$ cat src/rtl/fmb_pkg.sv
package fmb_pkg;
  // Padding code for a border cell: +1 (all ones) on even row+col parity,
  // -1 (all zeros) on odd parity.
  function automatic logic pad_bit(input logic row_lsb, input logic col_lsb);
    return ~(row_lsb ^ col_lsb);
  endfunction
endpackage

$ cat src/rtl/fmb_init_seq.sv
module fmb_init_seq #(
  parameter int PAD_W = 6,
  parameter int PAD_H = 6,
  parameter int AW    = 6
) (
  input  logic          clk,
  input  logic          rst,
  output logic          busy,
  output logic [AW-1:0] addr,
  output logic          is_border,
  output logic          even_cell
);
  localparam int RW = $clog2(PAD_H);
  localparam int CW = $clog2(PAD_W);

  logic [RW-1:0] row;
  logic [CW-1:0] col;

  always_ff @(posedge clk) begin
    if (rst) begin
      busy <= 1'b1;
      row  <= '0;
      col  <= '0;
      addr <= '0;
    end else if (busy) begin
      addr <= addr + AW'(1);
      if (col == CW'(PAD_W - 1)) begin
        col <= '0;
        if (row == RW'(PAD_H - 1)) busy <= 1'b0;
        else                       row  <= row + RW'(1);
      end else begin
        col <= col + CW'(1);
      end
    end
  end

  assign is_border = (row == '0) || (row == RW'(PAD_H - 1)) ||
                     (col == '0) || (col == CW'(PAD_W - 1));
  assign even_cell = fmb_pkg::pad_bit(row[0], col[0]);
endmodule

$ cat src/rtl/fmb_wr_addr.sv
module fmb_wr_addr #(
  parameter int MAP_W = 4,
  parameter int MAP_H = 4,
  parameter int PAD_W = 6,
  parameter int AW    = 6
) (
  input  logic          clk,
  input  logic          rst,
  input  logic          restart,
  input  logic          step,
  output logic [AW-1:0] addr,
  output logic          done
);
  localparam int NPIX  = MAP_W * MAP_H;
  localparam int CNTW  = $clog2(NPIX + 1);
  localparam int COLW  = $clog2(MAP_W + 1);
  localparam int FIRST = PAD_W + 1;

  logic [CNTW-1:0] cnt;
  logic [COLW-1:0] col;

  always_ff @(posedge clk) begin
    if (rst || restart) begin
      addr <= AW'(FIRST);
      col  <= '0;
      cnt  <= '0;
      done <= 1'b0;
    end else if (step && !done) begin
      cnt  <= cnt + CNTW'(1);
      done <= (cnt == CNTW'(NPIX - 1));
      if (col == COLW'(MAP_W - 1)) begin
        col  <= '0;
        addr <= addr + AW'(3);
      end else begin
        col  <= col + COLW'(1);
        addr <= addr + AW'(1);
      end
    end
  end
endmodule

$ cat src/rtl/fmb_bank.sv
module fmb_bank #(
  parameter int DATA_W = 8,
  parameter int DEPTH  = 36,
  parameter int AW     = 6
) (
  input  logic              clk,
  input  logic              we,
  input  logic [AW-1:0]     waddr,
  input  logic [DATA_W-1:0] wdata,
  input  logic [AW-1:0]     raddr,
  output logic [DATA_W-1:0] rdata
);
  logic [DATA_W-1:0] mem [DEPTH];

  always_ff @(posedge clk) begin
    if (we) mem[waddr] <= wdata;
    rdata <= mem[raddr];
  end
endmodule

$ cat src/rtl/fmb_pingpong.sv
module fmb_pingpong #(
  parameter int DATA_W = 8,
  parameter int MAP_W  = 4,
  parameter int MAP_H  = 4
) (
  input  logic              clk,
  input  logic              rst,
  input  logic              wr_valid,
  input  logic [DATA_W-1:0] wr_data,
  input  logic              rd_req,
  input  logic              swap_req,
  output logic [DATA_W-1:0] rd_data,
  output logic              rd_valid,
  output logic              init_busy,
  output logic              frame_full,
  output logic              wr_bank,
  output logic              rd_bank
);
  localparam int PAD_W = MAP_W + 2;
  localparam int PAD_H = MAP_H + 2;
  localparam int DEPTH = PAD_W * PAD_H;
  localparam int AW    = $clog2(DEPTH);

  logic [AW-1:0]     init_addr;
  logic              init_border;
  logic              init_even;
  logic [DATA_W-1:0] init_word;
  logic [AW-1:0]     wr_addr;
  logic [AW-1:0]     rd_ptr;
  logic              wr_fire;
  logic              rd_fire;
  logic              swap_fire;
  logic              rd_sel_q;
  logic [DATA_W-1:0] bank_q [2];

  assign wr_fire   = wr_valid && !init_busy && !frame_full;
  assign rd_fire   = rd_req && !init_busy;
  assign swap_fire = swap_req && frame_full && !init_busy;
  assign init_word = init_border ? {DATA_W{init_even}} : '0;

  fmb_init_seq #(.PAD_W(PAD_W), .PAD_H(PAD_H), .AW(AW)) u_init (
    .clk       (clk),
    .rst       (rst),
    .busy      (init_busy),
    .addr      (init_addr),
    .is_border (init_border),
    .even_cell (init_even)
  );

  fmb_wr_addr #(.MAP_W(MAP_W), .MAP_H(MAP_H), .PAD_W(PAD_W), .AW(AW)) u_wgen (
    .clk     (clk),
    .rst     (rst),
    .restart (swap_fire),
    .step    (wr_fire),
    .addr    (wr_addr),
    .done    (frame_full)
  );

  always_ff @(posedge clk) begin
    if (rst) begin
      wr_bank  <= 1'b0;
      rd_bank  <= 1'b1;
      rd_ptr   <= '0;
      rd_valid <= 1'b0;
      rd_sel_q <= 1'b1;
    end else begin
      rd_valid <= rd_fire;
      if (rd_fire) rd_sel_q <= rd_bank;
      if (swap_fire) begin
        wr_bank <= ~wr_bank;
        rd_bank <= ~rd_bank;
        rd_ptr  <= '0;
      end else if (rd_fire) begin
        rd_ptr <= (rd_ptr == AW'(DEPTH - 1)) ? '0 : rd_ptr + AW'(1);
      end
    end
  end

  for (genvar b = 0; b < 2; b++) begin : g_bank
    logic              we_b;
    logic [AW-1:0]     waddr_b;
    logic [DATA_W-1:0] wdata_b;

    assign we_b    = init_busy || (wr_fire && (wr_bank == 1'(b)));
    assign waddr_b = init_busy ? init_addr : wr_addr;
    assign wdata_b = init_busy ? init_word : wr_data;

    fmb_bank #(.DATA_W(DATA_W), .DEPTH(DEPTH), .AW(AW)) u_mem (
      .clk   (clk),
      .we    (we_b),
      .waddr (waddr_b),
      .wdata (wdata_b),
      .raddr (rd_ptr),
      .rdata (bank_q[b])
    );
  end

  assign rd_data = bank_q[rd_sel_q];
endmodule

$ cat config.mk
export PLATFORM = sky130hd
export DESIGN_NAME = fmb_pingpong
export DESIGN_NICKNAME = d
export VERILOG_FILES = /design/src/rtl/fmb_pkg.sv /design/src/rtl/fmb_init_seq.sv /design/src/rtl/fmb_wr_addr.sv /design/src/rtl/fmb_bank.sv /design/src/rtl/fmb_pingpong.sv
export SDC_FILE = /design/constraint.sdc
export NUM_CORES = 1
export LEC_CHECK = 0
export CAP_MARGIN = 20
export CORE_MARGIN = 8
export CORE_UTILIZATION = 54
export DETAILED_ROUTE_END_ITERATION = 10
export PLACE_DENSITY_LB_ADDON = 0.12
export SYNTH_ARGS = -nofsm -noshare
export SYNTH_HDL_FRONTEND = slang
export SYNTH_SLANG_ARGS = --single-unit
$ cat constraint.sdc
create_clock -name clk -period 8.6 [get_ports clk]
set_input_delay 1.29 -clock clk [delete_from_list [all_inputs] [get_ports clk]]
set_output_delay 1.29 -clock clk [all_outputs]
set_load 0.005 [all_outputs]
==> results by group <==
Status
  – Result of the run: complete, no violations

Synth
  – Mapped Area: 0.0247 sq mm
  – Fraction of the yosys area taken by sequential cells: 74.4%
  – Number of nets in the synthesized netlist: 1341
  – Fraction of registers with async set or reset after synthesis: 0%
  – Fraction of synthesized cell area taken by the top area cell type: 70.0%
  – Gate count after technology mapping: 1318
  – Ys flop type: sky130_fd_sc_hd__edfxtp_1
  – Top cells by count, synth: 576 x sky130_fd_sc_hd__edfxtp_1, 110 x sky130_fd_sc_hd__mux4_2, 105 x sky130_fd_sc_hd__nor2_1, 72 x sky130_fd_sc_hd__mux2i_1
  – Number of flops mapped to enable cells by yosys: 576
  – Syn_area_per_cell: 18.8 sq um
  – Warnings, synthesis: 0
  – Cell taking the most area after synthesis: sky130_fd_sc_hd__edfxtp_1
  – Most repeated cell in the gate-level netlist after synthesis: sky130_fd_sc_hd__edfxtp_1
  – Top cells by area, synth: sky130_fd_sc_hd__edfxtp_1 70%, sky130_fd_sc_hd__mux4_2 10%, sky130_fd_sc_hd__dfxtp_1 4.4%
  – Synth Register Bits: 630
  – Synth cell types: 51

CTS
  – Clock input transition at the sequential cells of the worst setup and hold paths: 0.06 ns
  – Resized cells post-CTS: 0
  – TritonCTS clock tree: yes
  – Number of buffers inserted during clock tree synthesis: 61
  – Number of levels in the clock H-tree: 2
  – Bufs on Longest Clock Path: 3
  – Root Buffer: sky130_fd_sc_hd__clkbuf_16
  – Hold Buf Count CTS: 0
  – Setup bufs post-CTS: 0
  – Total clock sinks: 630
  – Clock latency on the worst-skew pair: 0.61 ns

Finish
  – Share of post-route cells with drive strength above 1: 20.8%
  – Nets: 1384
  – Fraction of the core area covered by cells at the end of the flow: 61.1%
  – Fill cell instance count of the final layout: 3287
  – Antenna cell count: 0
  – Layout Area Growth over Synthesis: 11.9%

Worst setup path
  – Startpoint of the most critical register-to-register path: rd_ptr[1]$_SDFFE_PP0P_
  – Crit Path Class: primary input to flip-flop
  – Number of cells traversed by the worst register-to-register path: 5
  – Type of destination of the critical path: flip-flop
  – R2r setup slk: 5.15 ns
  – Worst Path Max Fanout: 18
  – R2r endpoint: g_bank[1].u_mem.rdata[6]$_DFF_P_
  – Critical path required time: 8.84 ns
  – Data arrival time of the critical path: 3.96 ns
  – Crit start category: primary input

Timing
  – Transition time at the pin with the least slew margin: 1.14 ns
  – Rel. slew slack: 23.6%
  – Fin Clk Skew: 0.0112 ns
  – Post-route fraction of the period consumed by the critical path: 43.3%
  – FMAX: 269 MHz
  – Setup repair after global routing missed its margin: false
  – Minimum clock period: 3.72 ns
  – Final setup vio count: 0
  – Final setup TNS: 0 ns
  – Count of pins over their slew limit: 0
  – Hold violation count in the final report: 0

Route
  – Final Routed Wirelength: 57700 um
  – Number of optimization iterations in the first detailed-route pass: 5
  – Number of DRC violations after detailed routing: 0
  – Routed wire length per instance: 28.8 um
  – Detailed router's first-iteration violation count: 1453
  – Via count normalized by instance count: 6.20
  – Routed vias: 12440
  – Antenna violation net count after detailed routing: 0

Global routing
  – Overall Global Routing Usage: 21.7%
  – GRT met1 Usage: 31.8%
  – Initial antenna violation count: 1
  – Vias in the first global route: 12125
  – Pin count of the biggest net entering global routing: 73
  – Global-route layer with the greatest usage: met2
  – Global-route congestion overflow total: 0
  – Met2 capacity usage during global routing: 31.9%
  – GR Util met3: 5.08%
  – Global-route wire length before repair: 84200 um

Min path
  – Launch instance of the worst min-delay path: u_wgen.cnt[1]$_SDFFE_PP0P_
  – Hold Path End: u_wgen.cnt[1]$_SDFFE_PP0P_
  – Type of the most critical hold path: flip-flop to flip-flop
  – Number of instances on the worst hold path: 2

Floorplan
  – Width of the die: 230 um
  – Die span in y: 230 um
  – Total core area: 0.0453 sq mm
  – Std-Cell Rows: 78
  – Number of top-level design ports: 26
  – Starting Density: 54.6%
  – Die area: 0.0529 sq mm

Pwr
  – Power per cell area: 229 mW/mm^2
  – Worst vdd rail ir drop: 0.238 mV
  – Total power of the final layout: 6.35 mW
  – Pleak: 8.31 nW

Placed design
  – Half-perimeter wire length of the detailed placement result: 33600 um
  – IO buf count: 25
  – Final Wtd Congestion: 0.800

Job
  – Max-cap violations: 0
where the power goes:
group          total (mW)  internal [mW]  switching, mW  leakage, nW
clock                2.68           1.57           1.10        0.982
combinational       0.230         0.0475          0.183         1.84
sequential           3.44           3.43         0.0128         5.49
cell type report:
cell class	instances	area [sq um]	share of cell area, %
Tap cell	600	751	2.71
Multi-Input combinational cell	604	6040	21.8
Clock inverter	37	393	1.42
Timing Repair Buffer	45	408	1.47
Clock buffer	72	1620	5.85
Inverter	19	71.3	0.258
Sequential cell	630	18400	66.5
worst max path at each step:
stage,end,slack (ns),depth (start not counted),startpoint
after floorplan,g_bank[0].u_mem.mem[0][0]$_DFFE_PP_,3.69,2,wr_data[0]
after global placement,g_bank[1].u_mem.mem[0][3]$_DFFE_PP_,4.36,7,wr_valid
after detailed placement,g_bank[1].u_mem.mem[12][4]$_DFFE_PP_,4.30,7,wr_valid
after CTS,g_bank[1].u_mem.mem[2][6]$_DFFE_PP_,4.95,7,wr_valid
after global routing,g_bank[1].u_mem.mem[0][6]$_DFFE_PP_,4.71,7,wr_valid
final,g_bank[1].u_mem.mem[12][6]$_DFFE_PP_,4.88,7,wr_valid
registers in the layout, indices dropped and copies added (netlist names):
signal              cells
rd_ptr                  6
rd_sel_q                1
u_init.row              3
rd_bank                 1
u_wgen.addr             6
wr_bank                 1
u_wgen.done             1
g_bank.u_mem.mem      576
u_wgen.cnt              5
u_init.busy             1
rd_valid                1
u_init.addr             6
g_bank.u_mem.rdata     16
u_init.col              3
u_wgen.col              3
layout by cell type (no fill, tap or decap), types with 6 or more instances in the layout:
cell / count
sky130_fd_sc_hd__clkbuf_1: 6
sky130_fd_sc_hd__edfxtp_1: 576
sky130_fd_sc_hd__nand3_1: 19
sky130_fd_sc_hd__a221oi_1: 14
sky130_fd_sc_hd__o21ai_0: 6
sky130_fd_sc_hd__xor2_1: 10
sky130_fd_sc_hd__o22a_1: 6
sky130_fd_sc_hd__clkbuf_16: 61
sky130_fd_sc_hd__a21oi_1: 16
sky130_fd_sc_hd__clkdlybuf4s50_1: 25
sky130_fd_sc_hd__nor2b_1: 14
sky130_fd_sc_hd__buf_4: 18
sky130_fd_sc_hd__mux4_2: 110
sky130_fd_sc_hd__o32ai_1: 9
sky130_fd_sc_hd__nand2b_1: 8
sky130_fd_sc_hd__a22oi_1: 25
sky130_fd_sc_hd__xnor2_1: 9
sky130_fd_sc_hd__nor2_1: 105
sky130_fd_sc_hd__nand2_1: 54
sky130_fd_sc_hd__clkinv_2: 15
sky130_fd_sc_hd__dfxtp_1: 50
sky130_fd_sc_hd__o21ai_4: 8
sky130_fd_sc_hd__ha_1: 9
sky130_fd_sc_hd__mux2i_1: 72
sky130_fd_sc_hd__mux2_2: 50
sky130_fd_sc_hd__inv_1: 19
sky130_fd_sc_hd__clkinv_1: 7
sky130_fd_sc_hd__bufinv_16: 8
logic make-up after synthesis:
kind of cell,Yosys count,synth area share (%)
multiplexers,232,15.2
adder cells (fa/ha/maj),10,0.537
AO/OA/AOI/OAI,119,3.57
XOR/XNOR,19,0.673
buffers and inverters,84,1.64
AND/OR/NAND/NOR,224,4.01
flip-flops,630,74.4
per-stage QoR:
| step | cell area [sq um] | setup WS [ns] | instances | hold slack, ns |
|---|---|---|---|---|
| after floorplan | 24700 | 3.69 | 1318 | 0.440 |
| after global placement | 25600 | 4.36 | 1895 | 0.446 |
| after detailed placement | 25600 | 4.30 | 1896 | 0.478 |
| after CTS | 27600 | 4.95 | 2005 | 0.487 |
| after global routing | 27700 | 4.71 | 2007 | 0.515 |
| final | 27700 | 4.88 | 2007 | 0.485 |
metal layers:
| layer | routed length (um) | up-vias |
|---|---|---|
| li1 | - | 5381 |
| met1 | 24700 | 6379 |
| met2 | 26200 | 561 |
| met3 | 4750 | 119 |
| met4 | 2150 | 0 |
| met5 | 0 | - |
critical path: stages:
cell                              delay [ns]
sky130_fd_sc_hd__clkdlybuf4s50_1        0.48
sky130_fd_sc_hd__nor3b_2                0.15
sky130_fd_sc_hd__buf_4                  0.25
sky130_fd_sc_hd__nand2_1                0.08
sky130_fd_sc_hd__o21ai_0                0.62
sky130_fd_sc_hd__nand2_1                0.43
sky130_fd_sc_hd__nor2_1                 0.65
(Power assumes the default switching activity.)
